--- config.mk ---
export PLATFORM = sky130hd
export DESIGN_NAME = qflash_read_seq
export DESIGN_NICKNAME = d
export VERILOG_FILES = /design/src/rtl/qflash_read_seq.sv
export SDC_FILE = /design/constraint.sdc
export NUM_CORES = 1
export LEC_CHECK = 0
export BUFFER_PORTS_ARGS = -buffer_cell sky130_fd_sc_hd__buf_2
export CORE_ASPECT_RATIO = 1.5
export CORE_MARGIN = 2
export CORE_UTILIZATION = 63
export CTS_BUF_LIST = sky130_fd_sc_hd__clkbuf_16
export CTS_CLUSTER_DIAMETER = 150
export DETAILED_ROUTE_END_ITERATION = 12
export PLACE_DENSITY = 0.92
export SLEW_MARGIN = 20
export SYNTH_ARGS = -nofsm -noshare
export SYNTH_HDL_FRONTEND = slang
export SYNTH_SLANG_ARGS = --single-unit
--- constraint.sdc ---
create_clock -name clk -period 9.1 [get_ports clk]
set_input_delay 0.455 -clock clk [delete_from_list [all_inputs] [get_ports clk]]
set_output_delay 0.455 -clock clk [all_outputs]
set_load 0.02 [all_outputs]
--- src/rtl/qflash_read_seq.sv ---
module qflash_read_seq #(
  parameter int ADDR_W  = 24,
  parameter int NB_W    = 8,
  parameter int DUMMY_W = 5
) (
  input  logic               clk,
  input  logic               rst_n,
  input  logic               start,
  output logic               busy,
  input  logic [7:0]         rd_opcode,
  input  logic [ADDR_W-1:0]  rd_addr,
  input  logic               mode_en,
  input  logic [7:0]         mode_byte,
  input  logic [DUMMY_W-1:0] dummy_clks,
  input  logic [1:0]         inst_lanes,
  input  logic [1:0]         addr_lanes,
  input  logic [1:0]         data_lanes,
  input  logic [NB_W-1:0]    rd_bytes,
  output logic               sclk,
  output logic               cs_n,
  output logic [3:0]         dq_o,
  output logic [3:0]         dq_oe,
  input  logic [3:0]         dq_i,
  output logic [7:0]         rd_data,
  output logic               rd_valid
);

  localparam int DATA_CW = NB_W + 3;
  localparam int ADDR_CW = $clog2(ADDR_W + 1);
  localparam int CNT_A   = (DATA_CW > DUMMY_W) ? DATA_CW : DUMMY_W;
  localparam int CNT_W   = (CNT_A > ADDR_CW) ? CNT_A : ADDR_CW;

  typedef enum logic [2:0] {P_IDLE, P_CMD, P_ADDR, P_MODE, P_DUMMY, P_DATA, P_END} ph_t;

  ph_t ph, ph_nx, ph_post;
  logic [1:0]         lg_i, lg_a, lg_d, lg_out;
  logic [ADDR_W-1:0]  sh, sh_ld, addr_q, mode_al;
  logic [CNT_W-1:0]   cnt, cnt_ld;
  logic               men_q;
  logic [7:0]         mode_q, rx, rx_nx;
  logic [DUMMY_W-1:0] dum_q;
  logic [NB_W-1:0]    nb_q;
  logic [2:0]         rbits;
  logic [3:0]         rbits_sum;
  logic               drive;

  function automatic logic [1:0] lane_lg(input logic [1:0] code);
    case (code)
      2'd1:    return 2'd1;
      2'd2:    return 2'd2;
      default: return 2'd0;
    endcase
  endfunction

  assign drive     = ph inside {P_CMD, P_ADDR, P_MODE};
  assign lg_out    = (ph == P_CMD) ? lg_i : lg_a;
  assign mode_al   = ADDR_W'(mode_q) << (ADDR_W - 8);
  assign rbits_sum = {1'b0, rbits} + (4'd1 << lg_d);

  always_comb begin
    dq_o  = 4'h0;
    dq_oe = 4'h0;
    if (drive) begin
      case (lg_out)
        2'd0: begin
          dq_o[0] = sh[ADDR_W-1];
          dq_oe   = 4'b0001;
        end
        2'd1: begin
          dq_o[1:0] = sh[ADDR_W-1 -: 2];
          dq_oe     = 4'b0011;
        end
        default: begin
          dq_o  = sh[ADDR_W-1 -: 4];
          dq_oe = 4'b1111;
        end
      endcase
    end
  end

  always_comb begin
    case (lg_d)
      2'd0:    rx_nx = {rx[6:0], dq_i[0]};
      2'd1:    rx_nx = {rx[5:0], dq_i[1:0]};
      default: rx_nx = {rx[3:0], dq_i[3:0]};
    endcase
  end

  always_comb begin
    ph_post = (dum_q != '0) ? P_DUMMY : ((nb_q != '0) ? P_DATA : P_END);
    case (ph)
      P_CMD:   ph_nx = P_ADDR;
      P_ADDR:  ph_nx = men_q ? P_MODE : ph_post;
      P_MODE:  ph_nx = ph_post;
      P_DUMMY: ph_nx = (nb_q != '0) ? P_DATA : P_END;
      default: ph_nx = P_END;
    endcase
    sh_ld  = '0;
    cnt_ld = '0;
    case (ph_nx)
      P_ADDR: begin
        sh_ld  = addr_q;
        cnt_ld = CNT_W'(ADDR_W >> lg_a) - CNT_W'(1);
      end
      P_MODE: begin
        sh_ld  = mode_al;
        cnt_ld = CNT_W'(8 >> lg_a) - CNT_W'(1);
      end
      P_DUMMY: cnt_ld = CNT_W'(dum_q) - CNT_W'(1);
      P_DATA:  cnt_ld = CNT_W'({nb_q, 3'b000} >> lg_d) - CNT_W'(1);
      default: ;
    endcase
  end

  always_ff @(posedge clk or negedge rst_n) begin
    if (!rst_n) begin
      ph       <= P_IDLE;
      busy     <= 1'b0;
      cs_n     <= 1'b1;
      sclk     <= 1'b0;
      sh       <= '0;
      cnt      <= '0;
      addr_q   <= '0;
      lg_i     <= 2'd0;
      lg_a     <= 2'd0;
      lg_d     <= 2'd0;
      men_q    <= 1'b0;
      mode_q   <= 8'h0;
      dum_q    <= '0;
      nb_q     <= '0;
      rx       <= 8'h0;
      rbits    <= 3'd0;
      rd_data  <= 8'h0;
      rd_valid <= 1'b0;
    end else begin
      rd_valid <= 1'b0;
      case (ph)
        P_IDLE: begin
          if (start) begin
            ph     <= P_CMD;
            busy   <= 1'b1;
            cs_n   <= 1'b0;
            sclk   <= 1'b0;
            lg_i   <= lane_lg(inst_lanes);
            lg_a   <= lane_lg(addr_lanes);
            lg_d   <= lane_lg(data_lanes);
            addr_q <= rd_addr;
            men_q  <= mode_en;
            mode_q <= mode_byte;
            dum_q  <= dummy_clks;
            nb_q   <= rd_bytes;
            sh     <= ADDR_W'(rd_opcode) << (ADDR_W - 8);
            cnt    <= CNT_W'(8 >> lane_lg(inst_lanes)) - CNT_W'(1);
            rx     <= 8'h0;
            rbits  <= 3'd0;
          end
        end
        P_END: begin
          busy <= 1'b0;
          ph   <= P_IDLE;
        end
        default: begin
          if (!sclk) begin
            sclk <= 1'b1;
            if (ph == P_DATA) begin
              rx    <= rx_nx;
              rbits <= rbits_sum[2:0];
              if (rbits_sum[3]) begin
                rd_data  <= rx_nx;
                rd_valid <= 1'b1;
              end
            end
          end else begin
            sclk <= 1'b0;
            if (cnt == '0) begin
              ph  <= ph_nx;
              sh  <= sh_ld;
              cnt <= cnt_ld;
              if (ph_nx == P_END) cs_n <= 1'b1;
            end else begin
              cnt <= cnt - CNT_W'(1);
              sh  <= sh << (3'd1 << lg_out);
            end
          end
        end
      endcase
    end
  end

endmodule

After elaboration in Yosys (flattened, before gate mapping)
Cells that the tools add are included.
Widths: inputs -> output; s select.
{"block": "op_classes", "addsub": 7, "eq_ne": 21, "shift": 7, "muxes": 52, "bitwise": 3, "n_reduce_logical": 24}
{"cell": "$pmux 24 s2", "n": 2}
{"cell": "$mux 24", "n": 3}
{"cell": "$pmux 11 s4", "n": 1}
{"cell": "$mux 11", "n": 3}
{"cell": "$sub 11x2->11 const B", "n": 3}
{"cell": "$mux 3", "n": 8}
{"cell": "$shl 24x3->24", "n": 1}
{"cell": "$pmux 11 s2", "n": 1}
{"cell": "$shr 4x2->11 const A", "n": 2}
{"cell": "$sub 11x1->11 const B", "n": 2}
{"cell": "$mux 7", "n": 3}
{"cell": "$eq 3x3->1 const B", "n": 6}
{"cell": "$pmux 8 s2", "n": 1}
{"cell": "$pmux 7 s2", "n": 1}
{"cell": "$eq 3x2->1 const B", "n": 4}
{"cell": "$pmux 2 s2", "n": 3}
{"cell": "$pmux 3 s2", "n": 2}
{"cell": "$pmux 3 s4", "n": 1}
{"cell": "$logic_not 11->1", "n": 1}
{"cell": "$shr 11x2->11", "n": 1}
{"cell": "$shr 5x2->11 const A", "n": 1}
{"cell": "$eq 2x1->1 const B", "n": 5}
{"cell": "$mux 1", "n": 10}
{"cell": "$mux 2", "n": 5}
{"cell": "23 further kinds", "n": 44}
{"block": "word_totals", "ff_bits": 112, "in_bits": 67, "output_inout_bits": 20, "word_cells": 132}

Depth between registers and ports, before layout
{"block": "depth", "word_depth": 10, "mapped_depth": 13, "depth_no_buf": 11}

Least setup slack after synthesis
OpenSTA, ideal clock, no wires.
{"block": "synth_path", "kind": "reg-to-reg", "from": "register lg_d[0]", "to": "register rd_data[0]", "setup_ns": 0.125, "arrival_time_ns": 2.987, "required_time_ns": 8.975, "setup_slack_ns": 5.988, "stages_incl_launch_ff": 12, "n_path_buf": 4, "period_less_slack_ns": 3.112, "cell_sequence": "dfrtp_1 clkbuf_1 clkbuf_1 clkbuf_1 nor2_1 ha_1 a21o_1 a21oi_1 xnor2_1 nor4_1 clkbuf_1 mux2_2"}
{"block": "synth_via", "elab_chain_cells": 3}
{"item": "start, declared", "line": "36", "text": "logic [1:0] lg_i, lg_a, lg_d, lg_out;"}
{"item": "start signal, assigned", "line": "146", "text": "lg_d <= lane_lg(data_lanes);"}
{"item": "$shl 1x2->4", "line": "58", "text": "assign rbits_sum = {1'b0, rbits} + (4'd1 << lg_d);"}
{"item": "$add 3x4->4", "line": "58"}
{"item": "$reduce_and 4->1 (no line)"}
{"item": "end signal, assigned", "line": "169", "text": "rd_data <= rx_nx;"}
{"item": "end, declared", "line": "24", "text": "output logic [7:0] rd_data,"}
No other way between the ends.
A chain may end at the register's enable or synchronous reset.

Worst setup path in the final report
{"block": "layout_path", "from": "register ph[0]", "to": "output dq_oe[1]"}
{"block": "layout_via", "elab_chain_cells": 5, "elab_cells_between_ends": 9, "cone_classes": "eq/ne: 4; mux: 3; reduce/logical: 2"}
{"item": "start, declared", "line": "35", "text": "ph_t ph, ph_nx, ph_post;"}
{"item": "start signal, assigned", "line": "176", "text": "ph <= ph_nx;"}
{"item": "$eq 3x1->1", "line": "55, 56"}
{"item": "$mux 2", "line": "56", "text": "assign lg_out = (ph == P_CMD) ? lg_i : lg_a;"}
{"item": "$eq 2x1->1 or $logic_not 2->1 (tied branches)", "line": "64", "text": "case (lg_out)"}
{"item": "$pmux 4 s2", "line": "64"}
{"item": "$mux 4 *", "line": "63", "text": "if (drive) begin"}
{"item": "end, declared", "line": "22", "text": "output logic [3:0] dq_oe,"}
Every way passes the cells marked *; elsewhere a longest branch is shown, timed or not.

==> summary.txt <==
Worst setup path
  • CP Class: flip-flop to output pin
  • Reg2Reg Capture Point: sh[18]$_DFFE_PN0P_
  • R2R Setup Slk: 5.61 ns
  • Critical Path Start Type: flip-flop
  • Worst EP arrival: 3.22 ns
  • CP required: 8.65 ns
  • Crit end category: output pin
  • Launch point of the worst reg-to-reg path: ph[0]$_DFFE_PN0P_
  • CP Max Fanout: 28
  • Worst r2r path cells: 6

Power and ir drop
  • Peak supply drop: 0.183 mV
  • Power Density: 376 nW/µm²
  • P_leak: 3.62 nW

STA
  • Slew of the pin with the lowest slew margin: 1.05 ns
  • Final setup viols: 0
  • Setup TNS: 0 ns
  • RSZ-0062 raised after global routing: no
  • Fin crit period: 3.67 ns
  • Setup skew after layout: 0.0119 ns
  • Fmax: 272 MHz
  • Slew Viols, Final: 0
  • Slew HR: 0.296
  • Fin crit share: 0.404
  • Final hold vios: 0

Final layout
  • Multi-input logic area: 3750 µm²
  • Synthesis-to-finish area growth: 11.1%
  • Post-layout net count: 913
  • Design Area, Final: 7640 µm²
  • ANT cells: 0
  • Register area: 2800 µm²
  • Fillers: 820
  • Layout cell share with drive strength beyond 1: 0.185

Route
  • Met1 wire length: 6640 µm
  • Final antenna-violating net count: 0
  • Routed wire length: 18900 µm
  • Vias/cell: 6.48
  • Initial DRC Count: 482
  • DR WL met3: 1170 µm
  • DRT Pass-1 Iters: 8
  • Detailed-route wire length per cell: 19.2 µm
  • Drt drc: 0
  • DR top layer: met4
  • Met2 wire length: 10000 µm
  • Vias: 6366

Global route
  • Antenna violations before repair: 0
  • Vias in the first global route: 6629
  • Global route overflow: 0
  • All-Layer GR Usage: 0.334
  • Global-route wire length before repair: 30900 µm
  • Pin count of the biggest net entering global routing: 74

CTS
  • Hold Buf Count CTS: 0
  • CTS Buf Count: 9
  • Clk Latency, worst-skew pair: 0.36 ns
  • Clock root buffer: clkbuf_16
  • Post-cts resize count: 0
  • Clock tree buffer depth: 2
  • Clock transition at path regs: 0.08 ns
  • CTS tree: yes
  • Postcts setup bufs: 0
  • H-tree depth: 3
  • Sink Count: 112

Floorplan
  • Die W: 89.3 µm
  • Io pins: 87
  • Row count: 46
  • Initial core utilization: 0.650
  • Core Region: 10600 µm²
  • Die area: 11800 µm²
  • Die height: 132 µm

Yosys
  • Syn. warnings: 0
  • Sequential element share of the synthesized area: 0.408
  • Post-synth EDFFs: 0
  • Yosys reg bits: 112
  • Top_reg_cell synth: dfrtp_1
  • Post-synth ARST share: 1.00
  • Synth Net Count: 861
  • Count of cell types in the netlist: 73
  • Mean Syn Cell Area: 8.81 µm²
  • Mapped Area: 6880 µm²
  • Mapped Cells: 781

Placement
  • Placer congestion estimate: 0.918
  • Placed Area: 7370 µm²
  • Buffers on Ports: 86
  • Post-DP HPWL: 13800 µm

Job
  • Max Cap Viol: 0

Worst hold path
  • Min-Delay Path Class: input pin to asynchronous set/reset pin

Status
  • Outcome: finished clean
==> routing by layer <==
| metal | GRT usage | up-vias |
|---|---|---|
| li1 | - | 2887 |
| met1 | 0.387 | 3081 |
| met4 | 0.211 | 0 |
| met3 | 0.0482 | 79 |
| met2 | 0.563 | 319 |
| met5 | 0 | - |
==> where the power goes <==
part / switching, mW / internal (mW)
registers: 0.248 / 0.700
logic: 0.922 / 0.615
clock network: 0.199 / 0.190
total: 1.37 / 1.50
==> placed cells by master, fill, tap and decap left out, drive strengths merged, types with 19 or more instances in the layout <==
master,Yosys,final
nor2,46,46
mux2i,24,24
buf,10,98
mux4,19,19
nand2,197,197
a21oi,43,43
o21ai,49,49
inv,27,32
dfrtp,111,111
==> flip-flops by register name, summed over array words and instances (netlist names) <==
signal    flops
sclk          1
nb_q          8
cs_n          1
addr_q       24
rbits         3
rd_data       8
busy          1
rd_valid      1
dum_q         5
mode_q        8
men_q         1
cnt          11
lg_d          2
sh           24
lg_i          2
lg_a          2
ph            3
rx            7
==> cell type report <==
cell class	count	area share
Clock buffer	9	0.0295
Inverter	29	0.0142
Multi-Input combinational cell	583	0.491
Tap cell	144	0.0236
Timing Repair Buffer	98	0.0684
Clock inverter	7	0.00704
Sequential cell	112	0.367
==> synth_stat cells (3+ instances only) <==
cell       count  area share
buf_1          3      0.0016
o22ai_1        8      0.0073
xnor2_1        7      0.0089
a221o_1        5      0.0073
buf_4          3      0.0033
nand3_1        7      0.0051
mux2i_1       23       0.033
o21ai_0       47       0.034
nand4_1        3      0.0027
nand2_1      197        0.11
a22oi_1        8      0.0087
mux4_2        19       0.062
nand2b_1       6      0.0055
o221ai_1       4      0.0051
nor3_1        10      0.0073
nor2_1        46       0.025
nand3b_1       6      0.0065
nor4_1         4      0.0036
a2111oi_0      4      0.0051
a31oi_1        6      0.0055
or3_1          3      0.0027
o211ai_1       4      0.0044
and2_1         3      0.0027
or2_2          3      0.0027
nor2b_1        6      0.0055
o31ai_1       12       0.013
nor3b_1        4      0.0044
a21o_1         6      0.0065
and3_1         5      0.0045
inv_1         27       0.015
clkbuf_1      47       0.026
a222oi_1      12       0.017
a22o_1         3      0.0038
ha_1          12       0.022
mux2_2         8       0.013
dfrtp_1      111        0.40
a21oi_1       43       0.031
xor2_1         5      0.0064
==> worst max path at each step <==
stage	startpoint	end	slack [ns]	cells past startpoint
finish	ph[0]$_DFFE_PN0P_	dq_oe[1]	5.43	6
floorplan	lg_d[0]$_DFFE_PN0P_	rd_data[0]$_DFFE_PN0P_	5.99	11
detailed placement	ph[0]$_DFFE_PN0P_	sh[14]$_DFFE_PN0P_	5.62	6
CTS	ph[0]$_DFFE_PN0P_	dq_oe[1]	5.44	6
global placement	ph[0]$_DFFE_PN0P_	sh[7]$_DFFE_PN0P_	5.84	6
global route	ph[0]$_DFFE_PN0P_	dq_o[0]	5.20	6
==> logic make-up after synthesis <==
logic type | count (synthesis) | synth area share
compound gates | 190 | 0.184
xor+xnor | 12 | 0.0153
fa+ha+maj | 13 | 0.0247
buf+inv | 86 | 0.0511
flops | 112 | 0.408
mux | 51 | 0.111
simple gates | 317 | 0.207
==> worst max-delay path, stage by stage, from the launching register on <==
cell and delay, ns:
dfrtp_1 0.72, nor3b_2 0.89, mux2i_4 0.35, buf_4 0.40, and2_1 0.26, nor2_1 0.05
buf_2 0.18
==> metrics by stage <==
stage / total power, mW / util / hold slack [ns] / std cells / worst slack [ns]
final: 2.87 / 0.722 / 0.0628 / 982 / 5.43
after global routing: 3.06 / 0.722 / 0.121 / 982 / 5.20
after CTS: 2.85 / 0.722 / 0.102 / 982 / 5.44
after detailed placement: 2.46 / 0.696 / 0.466 / 966 / 5.62
after global placement: 2.38 / 0.696 / 0.462 / 966 / 5.84
after floorplan: 2.06 / - / 0.159 / 781 / 5.99
No activity file was read; power rests on OpenSTA's default activity.
